<file path="src/rtl/mbus_seq_pkg.sv">
package mbus_seq_pkg;
  typedef enum logic [1:0] {
    CYC_FETCH  = 2'd0,
    CYC_DREAD  = 2'd1,
    CYC_DWRITE = 2'd2
  } cyc_kind_e;
endpackage

</file>
<file path="src/rtl/mbus_phase_ctr.sv">
module mbus_phase_ctr #(
  parameter int PER_MC = 12,
  parameter int PH_W   = 4
) (
  input  logic            clk,
  input  logic            rst_n,
  output logic [PH_W-1:0] phase,
  output logic            run,
  output logic            mc_end,
  output logic            half_end
);
  localparam logic [PH_W-1:0] LAST      = PH_W'(PER_MC - 1);
  localparam logic [PH_W-1:0] HALF_LAST = PH_W'(PER_MC / 2 - 1);

  logic [PH_W-1:0] phase_q, phase_d;
  logic            run_q;

  always_comb begin
    phase_d = phase_q;
    if (run_q) begin
      phase_d = (phase_q == LAST) ? '0 : phase_q + 1'b1;
    end
  end

  always_ff @(posedge clk or negedge rst_n) begin
    if (!rst_n) begin
      phase_q <= '0;
      run_q   <= 1'b0;
    end else begin
      phase_q <= phase_d;
      run_q   <= 1'b1;
    end
  end

  assign phase    = phase_q;
  assign run      = run_q;
  assign mc_end   = run_q & (phase_q == LAST);
  assign half_end = run_q & (phase_q == HALF_LAST);

  AST_PHASE_WRAP: assert property (@(posedge clk) disable iff (!rst_n)
    mc_end |=> (phase_q == '0));
  AST_PHASE_RANGE: assert property (@(posedge clk) disable iff (!rst_n)
    phase_q <= LAST);
endmodule

</file>
<file path="src/rtl/mbus_cycle_ctl.sv">
module mbus_cycle_ctl
  import mbus_seq_pkg::*;
#(
  parameter int DATA_W = 8,
  parameter int ADDR_W = 16
) (
  input  logic              clk,
  input  logic              rst_n,
  input  logic              run,
  input  logic              mc_end,
  input  logic              half_end,
  input  logic [ADDR_W-1:0] fetch_addr,
  input  logic              dreq,
  input  logic              dwide,
  input  logic              dwrite,
  input  logic [ADDR_W-1:0] daddr,
  input  logic [DATA_W-1:0] dwdata,
  input  logic [DATA_W-1:0] hi_sfr,
  output cyc_kind_e         kind,
  output logic              wide,
  output logic [ADDR_W-1:0] addr,
  output logic [DATA_W-1:0] wdata,
  output logic [DATA_W-1:0] sfr,
  output logic              dack
);
  cyc_kind_e         kind_q, kind_d;
  logic              wide_q, wide_d;
  logic [ADDR_W-1:0] addr_q, addr_d;
  logic [DATA_W-1:0] wdata_q, wdata_d;
  logic [DATA_W-1:0] sfr_q, sfr_d;
  logic              dack_q, dack_d;
  logic              load_mc;

  // a new machine cycle is prepared at the boundary, or on the start edge
  assign load_mc = mc_end | ~run;

  always_comb begin
    kind_d  = kind_q;
    wide_d  = wide_q;
    addr_d  = addr_q;
    wdata_d = wdata_q;
    sfr_d   = sfr_q;
    dack_d  = 1'b0;
    if (load_mc) begin
      if (dreq) begin
        kind_d = dwrite ? CYC_DWRITE : CYC_DREAD;
        addr_d = daddr;
        dack_d = 1'b1;
      end else begin
        kind_d = CYC_FETCH;
        addr_d = fetch_addr;
      end
      wide_d  = dwide;
      wdata_d = dwdata;
      sfr_d   = hi_sfr;
    end else if (half_end && kind_q == CYC_FETCH) begin
      addr_d = fetch_addr;
    end
  end

  always_ff @(posedge clk or negedge rst_n) begin
    if (!rst_n) begin
      kind_q  <= CYC_FETCH;
      wide_q  <= 1'b0;
      addr_q  <= '0;
      wdata_q <= '0;
      sfr_q   <= '0;
      dack_q  <= 1'b0;
    end else begin
      kind_q  <= kind_d;
      wide_q  <= wide_d;
      addr_q  <= addr_d;
      wdata_q <= wdata_d;
      sfr_q   <= sfr_d;
      dack_q  <= dack_d;
    end
  end

  assign kind  = kind_q;
  assign wide  = wide_q;
  assign addr  = addr_q;
  assign wdata = wdata_q;
  assign sfr   = sfr_q;
  assign dack  = dack_q;

  AST_DACK_DATA_CYCLE: assert property (@(posedge clk) disable iff (!rst_n)
    dack_q |-> (kind_q != CYC_FETCH));
endmodule

</file>
<file path="src/rtl/mbus_strobe_dec.sv">
module mbus_strobe_dec
  import mbus_seq_pkg::*;
#(
  parameter int DATA_W    = 8,
  parameter int ADDR_W    = 16,
  parameter int PER_MC    = 12,
  parameter int PH_W      = 4,
  parameter int KEEP_BITS = 12
) (
  input  logic                     clk,
  input  logic                     rst_n,
  input  logic                     run,
  input  logic [PH_W-1:0]          phase,
  input  cyc_kind_e                kind,
  input  logic                     wide,
  input  logic [ADDR_W-1:0]        addr,
  input  logic [DATA_W-1:0]        wdata,
  input  logic [DATA_W-1:0]        sfr,
  input  logic                     protect,
  input  logic [DATA_W-1:0]        ad_in,
  output logic                     ale,
  output logic                     psen_n,
  output logic                     rd_n,
  output logic                     wr_n,
  output logic [DATA_W-1:0]        ad_out,
  output logic                     ad_oe,
  output logic [ADDR_W-DATA_W-1:0] hi_out,
  output logic [DATA_W-1:0]        instr_data,
  output logic                     instr_valid,
  output logic [DATA_W-1:0]        rdata,
  output logic                     rdata_valid
);
  localparam int HI_W  = ADDR_W - DATA_W;
  localparam int HALF  = PER_MC / 2;
  localparam int ALE_W = 2;
  localparam int STB_S = ALE_W + 2;
  localparam int STB_E = STB_S + HALF - 1;
  localparam int WD_S  = ALE_W + 1;
  localparam int WD_E  = PER_MC - 2;

  int  p, hp;
  logic second, is_fetch, is_rd, is_wr, addr_ph;
  logic ale_c, psen_c, rd_c, wr_c, oe_c, clamp_en;
  logic [HI_W-1:0]   hi_raw;
  logic [DATA_W-1:0] instr_q, instr_d, rdata_q, rdata_d;
  logic              ival_q, ival_d, rval_q, rval_d;

  always_comb begin
    p        = int'(phase);
    second   = (p >= HALF);
    hp       = second ? p - HALF : p;
    is_fetch = (kind == CYC_FETCH);
    is_rd    = (kind == CYC_DREAD);
    is_wr    = (kind == CYC_DWRITE);
    addr_ph  = (hp <= ALE_W) && (!second || is_fetch);
    ale_c    = run && (hp < ALE_W) && (!second || is_fetch);
    psen_c   = run && is_fetch && (hp > ALE_W) && (hp <= HALF - 1);
    rd_c     = run && is_rd && (p >= STB_S) && (p <= STB_E);
    wr_c     = run && is_wr && (p >= STB_S) && (p <= STB_E);
    oe_c     = run && (addr_ph || (is_wr && (p >= WD_S) && (p <= WD_E)));
    hi_raw   = (!is_fetch && !wide) ? sfr : addr[ADDR_W-1:DATA_W];
    clamp_en = protect && (is_fetch || wide);
  end

  always_comb begin
    instr_d = instr_q;
    ival_d  = 1'b0;
    rdata_d = rdata_q;
    rval_d  = 1'b0;
    if (run && is_fetch && (p == HALF - 1 || p == PER_MC - 1)) begin
      instr_d = ad_in;
      ival_d  = 1'b1;
    end
    if (run && is_rd && p == STB_E) begin
      rdata_d = ad_in;
      rval_d  = 1'b1;
    end
  end

  always_ff @(posedge clk or negedge rst_n) begin
    if (!rst_n) begin
      instr_q <= '0;
      ival_q  <= 1'b0;
      rdata_q <= '0;
      rval_q  <= 1'b0;
    end else begin
      instr_q <= instr_d;
      ival_q  <= ival_d;
      rdata_q <= rdata_d;
      rval_q  <= rval_d;
    end
  end

  for (genvar gi = 0; gi < HI_W; gi++) begin : g_hi
    if (gi + DATA_W >= KEEP_BITS) begin : g_clamp
      assign hi_out[gi] = hi_raw[gi] & ~clamp_en;
    end else begin : g_pass
      assign hi_out[gi] = hi_raw[gi];
    end
  end

  assign ale         = ale_c;
  assign psen_n      = ~psen_c;
  assign rd_n        = ~rd_c;
  assign wr_n        = ~wr_c;
  assign ad_oe       = oe_c;
  assign ad_out      = addr_ph ? addr[DATA_W-1:0] : wdata;
  assign instr_data  = instr_q;
  assign instr_valid = ival_q;
  assign rdata       = rdata_q;
  assign rdata_valid = rval_q;

  AST_ALE_TWO_WIDE: assert property (@(posedge clk) disable iff (!rst_n)
    $rose(ale) |=> ale);
  AST_NO_PSEN_IN_DATA: assert property (@(posedge clk) disable iff (!rst_n)
    (!rd_n || !wr_n) |-> psen_n);
  AST_ALE_DRIVES_PORT: assert property (@(posedge clk) disable iff (!rst_n)
    ale |-> ad_oe);
  AST_PSEN_PORT_FREE: assert property (@(posedge clk) disable iff (!rst_n)
    !psen_n |-> !ad_oe);
  AST_RD_HOLDS: assert property (@(posedge clk) disable iff (!rst_n)
    $fell(rd_n) |=> !rd_n);
  AST_PROTECT_CLAMP: assert property (@(posedge clk) disable iff (!rst_n)
    (protect && (is_fetch || wide)) |-> ((hi_out >> (KEEP_BITS - DATA_W)) == '0));
endmodule

</file>
<file path="src/rtl/mbus_seq.sv">
module mbus_seq
  import mbus_seq_pkg::*;
#(
  parameter int DATA_W    = 8,
  parameter int ADDR_W    = 16,
  parameter int PER_MC    = 12,
  parameter int KEEP_BITS = 12
) (
  input  logic                     clk,
  input  logic                     rst_n,
  input  logic [ADDR_W-1:0]        fetch_addr,
  input  logic                     dreq,
  input  logic                     dwide,
  input  logic                     dwrite,
  input  logic [ADDR_W-1:0]        daddr,
  input  logic [DATA_W-1:0]        dwdata,
  input  logic [DATA_W-1:0]        hi_sfr,
  input  logic                     protect,
  input  logic [DATA_W-1:0]        ad_in,
  output logic                     ale,
  output logic                     psen_n,
  output logic                     rd_n,
  output logic                     wr_n,
  output logic [DATA_W-1:0]        ad_out,
  output logic                     ad_oe,
  output logic [ADDR_W-DATA_W-1:0] hi_out,
  output logic [DATA_W-1:0]        instr_data,
  output logic                     instr_valid,
  output logic [DATA_W-1:0]        rdata,
  output logic                     rdata_valid,
  output logic                     dreq_ack
);
  localparam int PH_W = $clog2(PER_MC);

  logic [PH_W-1:0]   phase;
  logic              run, mc_end, half_end, wide;
  cyc_kind_e         kind;
  logic [ADDR_W-1:0] addr;
  logic [DATA_W-1:0] wdata, sfr;

  mbus_phase_ctr #(.PER_MC(PER_MC), .PH_W(PH_W)) u_ctr (
    .clk(clk), .rst_n(rst_n), .phase(phase), .run(run),
    .mc_end(mc_end), .half_end(half_end)
  );

  mbus_cycle_ctl #(.DATA_W(DATA_W), .ADDR_W(ADDR_W)) u_ctl (
    .clk(clk), .rst_n(rst_n), .run(run), .mc_end(mc_end), .half_end(half_end),
    .fetch_addr(fetch_addr), .dreq(dreq), .dwide(dwide), .dwrite(dwrite),
    .daddr(daddr), .dwdata(dwdata), .hi_sfr(hi_sfr),
    .kind(kind), .wide(wide), .addr(addr), .wdata(wdata), .sfr(sfr), .dack(dreq_ack)
  );

  mbus_strobe_dec #(.DATA_W(DATA_W), .ADDR_W(ADDR_W), .PER_MC(PER_MC),
                    .PH_W(PH_W), .KEEP_BITS(KEEP_BITS)) u_dec (
    .clk(clk), .rst_n(rst_n), .run(run), .phase(phase), .kind(kind), .wide(wide),
    .addr(addr), .wdata(wdata), .sfr(sfr), .protect(protect), .ad_in(ad_in),
    .ale(ale), .psen_n(psen_n), .rd_n(rd_n), .wr_n(wr_n), .ad_out(ad_out),
    .ad_oe(ad_oe), .hi_out(hi_out), .instr_data(instr_data),
    .instr_valid(instr_valid), .rdata(rdata), .rdata_valid(rdata_valid)
  );

  AST_ACK_AT_PHASE0: assert property (@(posedge clk) disable iff (!rst_n)
    dreq_ack |-> (phase == '0));
  AST_IDLE_BEFORE_RUN: assert property (@(posedge clk) disable iff (!rst_n)
    !run |-> (!ale && psen_n && rd_n && wr_n && !ad_oe));
endmodule

</file>
<file path="config.mk">
export PLATFORM = sky130hd
export DESIGN_NAME = mbus_seq
export DESIGN_NICKNAME = d
export VERILOG_FILES = /design/src/rtl/mbus_seq_pkg.sv /design/src/rtl/mbus_phase_ctr.sv /design/src/rtl/mbus_cycle_ctl.sv /design/src/rtl/mbus_strobe_dec.sv /design/src/rtl/mbus_seq.sv
export SDC_FILE = /design/constraint.sdc
export NUM_CORES = 1
export LEC_CHECK = 0
export ABC_AREA = 1
export ABC_CLOCK_PERIOD_IN_PS = 5330
export BUFFER_PORTS_ARGS = -buffer_cell sky130_fd_sc_hd__clkbuf_2
export CORE_MARGIN = 1
export CORE_UTILIZATION = 53
export DETAILED_ROUTE_END_ITERATION = 6
export PLACE_DENSITY = 0.84
export SYNTH_ARGS = -nofsm -noshare
export SYNTH_HDL_FRONTEND = slang
export SYNTH_SLANG_ARGS = --single-unit
export TNS_END_PERCENT = 1
</file>
<file path="constraint.sdc">
create_clock -name clk -period 5.33 [get_ports clk]
set_clock_uncertainty 0.1 [all_clocks]
set_input_delay 0.533 -clock clk [delete_from_list [all_inputs] [get_ports clk]]
set_output_delay 0.533 -clock clk [all_outputs]
set_load 0.02 [all_outputs]
</file>
==> impl_results.md <==
* RSZ-0062 raised after global routing: no
* Critical path endpoint category: output port
* GRT Util Overall at 25.1%
* Core area at 0.00517 sq mm
* Placed Area at 0.00339 sq mm
* Final Non-Filler Cells at 524
* Clock share of power at 21.3%
* # hold bufs at CTS at 0
* PD cells at 527 mW/mm^2
* Layout Utilization at 69.4%
* Most frequent cells in the layout: 110 x nand2_1, 101 x clkbuf_2, 59 x dfrtp_1, 32 x inv_1, 30 x nor2_1
* CP most frequent cell: nand2_1
* Internal Power at 1.07 mW
* Die area at 0.00572 sq mm
* Fillcell total at 426
* Vias per cell at 5.08
* DRT antenna net count at 0
* Area grow syn2layout at 24.8%
* Largest net degree at the start of global routing at 60
* Setup_tns at 0 ps
* Die X at 75.7 um
* Crit path kind: reg -> out
* CP cell instances: ha_1, inv_1, ha_1, nand2_1, inv_1, nand2_1, nand2_1, nand2_1, nand3_2, nand2_2, nand2_1, nand2_1, clkbuf_2
* Max Clock Freq at 335 MHz
* Peak supply drop at 0.278 mV
* Register Area at 0.00148 sq mm
* Clk buf depth at 2
* Worst EP required at 4700 ps
* Overall power at 1.89 mW
* Delay of the slowest cell on the worst path at 490 ps
* Logic pwr share at 45.0%
* Post-DP HPWL at 4800 um
* Clock Latency Late Sink at 330 ps
* Vias in the first global route at 2427
* NumNets Final at 519
* CTS Root Cell: clkbuf_8
* Critical Path Source Type: flop
* Synth warn at 0
* Sequential fraction of the synthesis area at 51.3%
* Share of layout cells above drive strength 1 at 28.6%
* Mapped Nets at 418
* Psw at 0.817 mW
* Vias post-DR at 2663
* First-pass GRT wire length at 10500 um
* Least-Margin Pin Slew at 938 ps
* Initial antenna violation count at 0
* DP Worst Slack at 2690 ps
* WL per Instance at 12.9 um
* Syn Area/Cell at 8.24 sq um
* Multi-input gate area at 0.00118 sq mm
* Residual DRC count at 0
* Final period utilization at 56.1%
* Crit path DAT at 2360 ps
* Mapped Area at 0.00288 sq mm
* Worst Hold Slack at 238 ps
* Crit path time final at 2990 ps
* Total gr overflow at 0
* Number of synthesized register bits at 59
* Final setup fails at 0
* Synth Instances at 349
* Cts bufs inserted at 9
* Reg power frac at 33.8%
* HP Class: in -> async
* DP Cell Count at 509
* # IOs at 102
* PostCTS Resize Cnt at 0
* DIE HEIGHT at 75.7 um
* Final slew viol count at 0
* Post-route setup slack at 2340 ps
* CP max FO at 10
* Pleak at 1.94 nW
* Switch share at 43.2%
* Fin area at 0.00359 sq mm
* Port Buffer Count at 101
* Slowest library cell on the worst path: dfrtp_1
* Endpoints failing hold at 0
* # diodes at 0
* Final WL at 6740 um
* Initial Utilization at 55.6%
* Core Rows at 26
* Max Cap Violations at 0
* Max-Slew Margin vs Limit at 37.2%
* Netlist cell types at 28
* H-tree depth at 3
* Status: completed
* Initial DRC count at 141
* Router iterations before antenna repair at 4
* Most common cell after layout, fill and taps aside: nand2_1
* GP Congestion at 0.846
* Clock transition at path regs at 60 ps
* Post CTS Setup Buffer Count at 0
* CTS tree: done
* TritonCTS sink count at 59
==> sequential cells by signal, summed over array words and instances (netlist names), 2 cells and up <==
register and flops:
u_dec.instr_data 8, u_ctl.wdata 8, u_ctl.addr 16, u_ctr.phase 4, u_ctl.sfr 8, u_dec.rdata 8, u_ctl.kind 2
==> layer usage <==
metal	GRT usage, %	up-vias	share of wire (%)
met5	0	-	0
met4	9.47	0	1.4
met3	6.75	13	5.2
met2	42.2	98	51
met1	31.2	1226	43
li1	-	1326	-
==> worst max-delay path, delay by kind of cell (launching register included) <==
family | cells | cell delay, ps
adders and majority gates | 2 | 460
buffers and inverters | 3 | 230
DFF | 1 | 490
and+or+nand+nor | 8 | 850
==> logic make-up after synthesis <==
family          count (synthesis)  synth area share [%]
xor+xnor                        1                 0.305
other cells                     1                 0.130
flops                          59                  51.3
buf+inv                        48                  7.62
fa+ha+maj                       7                  3.05
compound gates                 70                  13.7
simple gates                  163                  23.9
==> cells in the mapped netlist <==
cell type	instances	area share (%)
a21oi_1	20	3.5
inv_1	32	4.2
o211ai_1	2	0.52
ha_1	7	3.0
inv_2	3	0.39
nor2_2	1	0.22
o21ai_0	28	4.9
nand3_1	12	2.1
buf_6	4	1.6
clkbuf_1	2	0.26
nor2_4	1	0.39
nor3_1	1	0.17
nand2_2	3	0.65
nand4_1	1	0.22
nand3_2	1	0.35
o22ai_1	9	2.0
dfrtp_1	59	51
xor2_1	1	0.30
a31oi_1	9	2.0
a21oi_2	1	0.30
clkinv_2	1	0.17
nor4_4	1	0.74
buf_2	6	1.0
nor2_1	30	3.9
o21ai_4	1	0.57
nand2_4	2	0.78
nand2_1	110	14
conb_1	1	0.13
==> worst paths after layout <==
| path | depth (start not counted) | slack (ps) | start | to |
|---|---|---|---|---|
| worst min-delay path | 2 | 240 | rst_n | u_ctl.wdata[3] |
| max in group asynchronous | 2 | 4390 | rst_n | u_ctl.addr[13] |
| worst max-delay path | 13 | 2340 | u_ctr.phase[2] | ad_out[7] |
| min in group clk | 3 | 300 | dwdata[3] | u_ctl.wdata[3] |
| worst min register to register | 2 | 370 | u_ctl.sfr[2] | u_ctl.sfr[2] |
| worst max register to register | 7 | 3070 | u_ctr.phase[0] | u_ctl.addr[11] |
==> layout make-up <==
cell class | instances | area share (%)
sequential | 59 | 41.2
clock inverter | 2 | 0.977
tap | 70 | 2.44
multi-input combinational | 242 | 32.9
clock buffer | 13 | 4.43
inverter | 36 | 3.80
timing repair buffer | 102 | 14.3
==> power by group through the flow <==
stage | combinational, mW | sequential, mW | clock, mW
global placement | 0.832 | 0.638 | 0
global route | 0.960 | 0.650 | 0.426
CTS | 0.856 | 0.637 | 0.405
finish | 0.850 | 0.638 | 0.402
detailed placement | 0.854 | 0.644 | 0
floorplan | 0.538 | 0.687 | 0
Note: power is estimated with default switching activity, not from simulation.
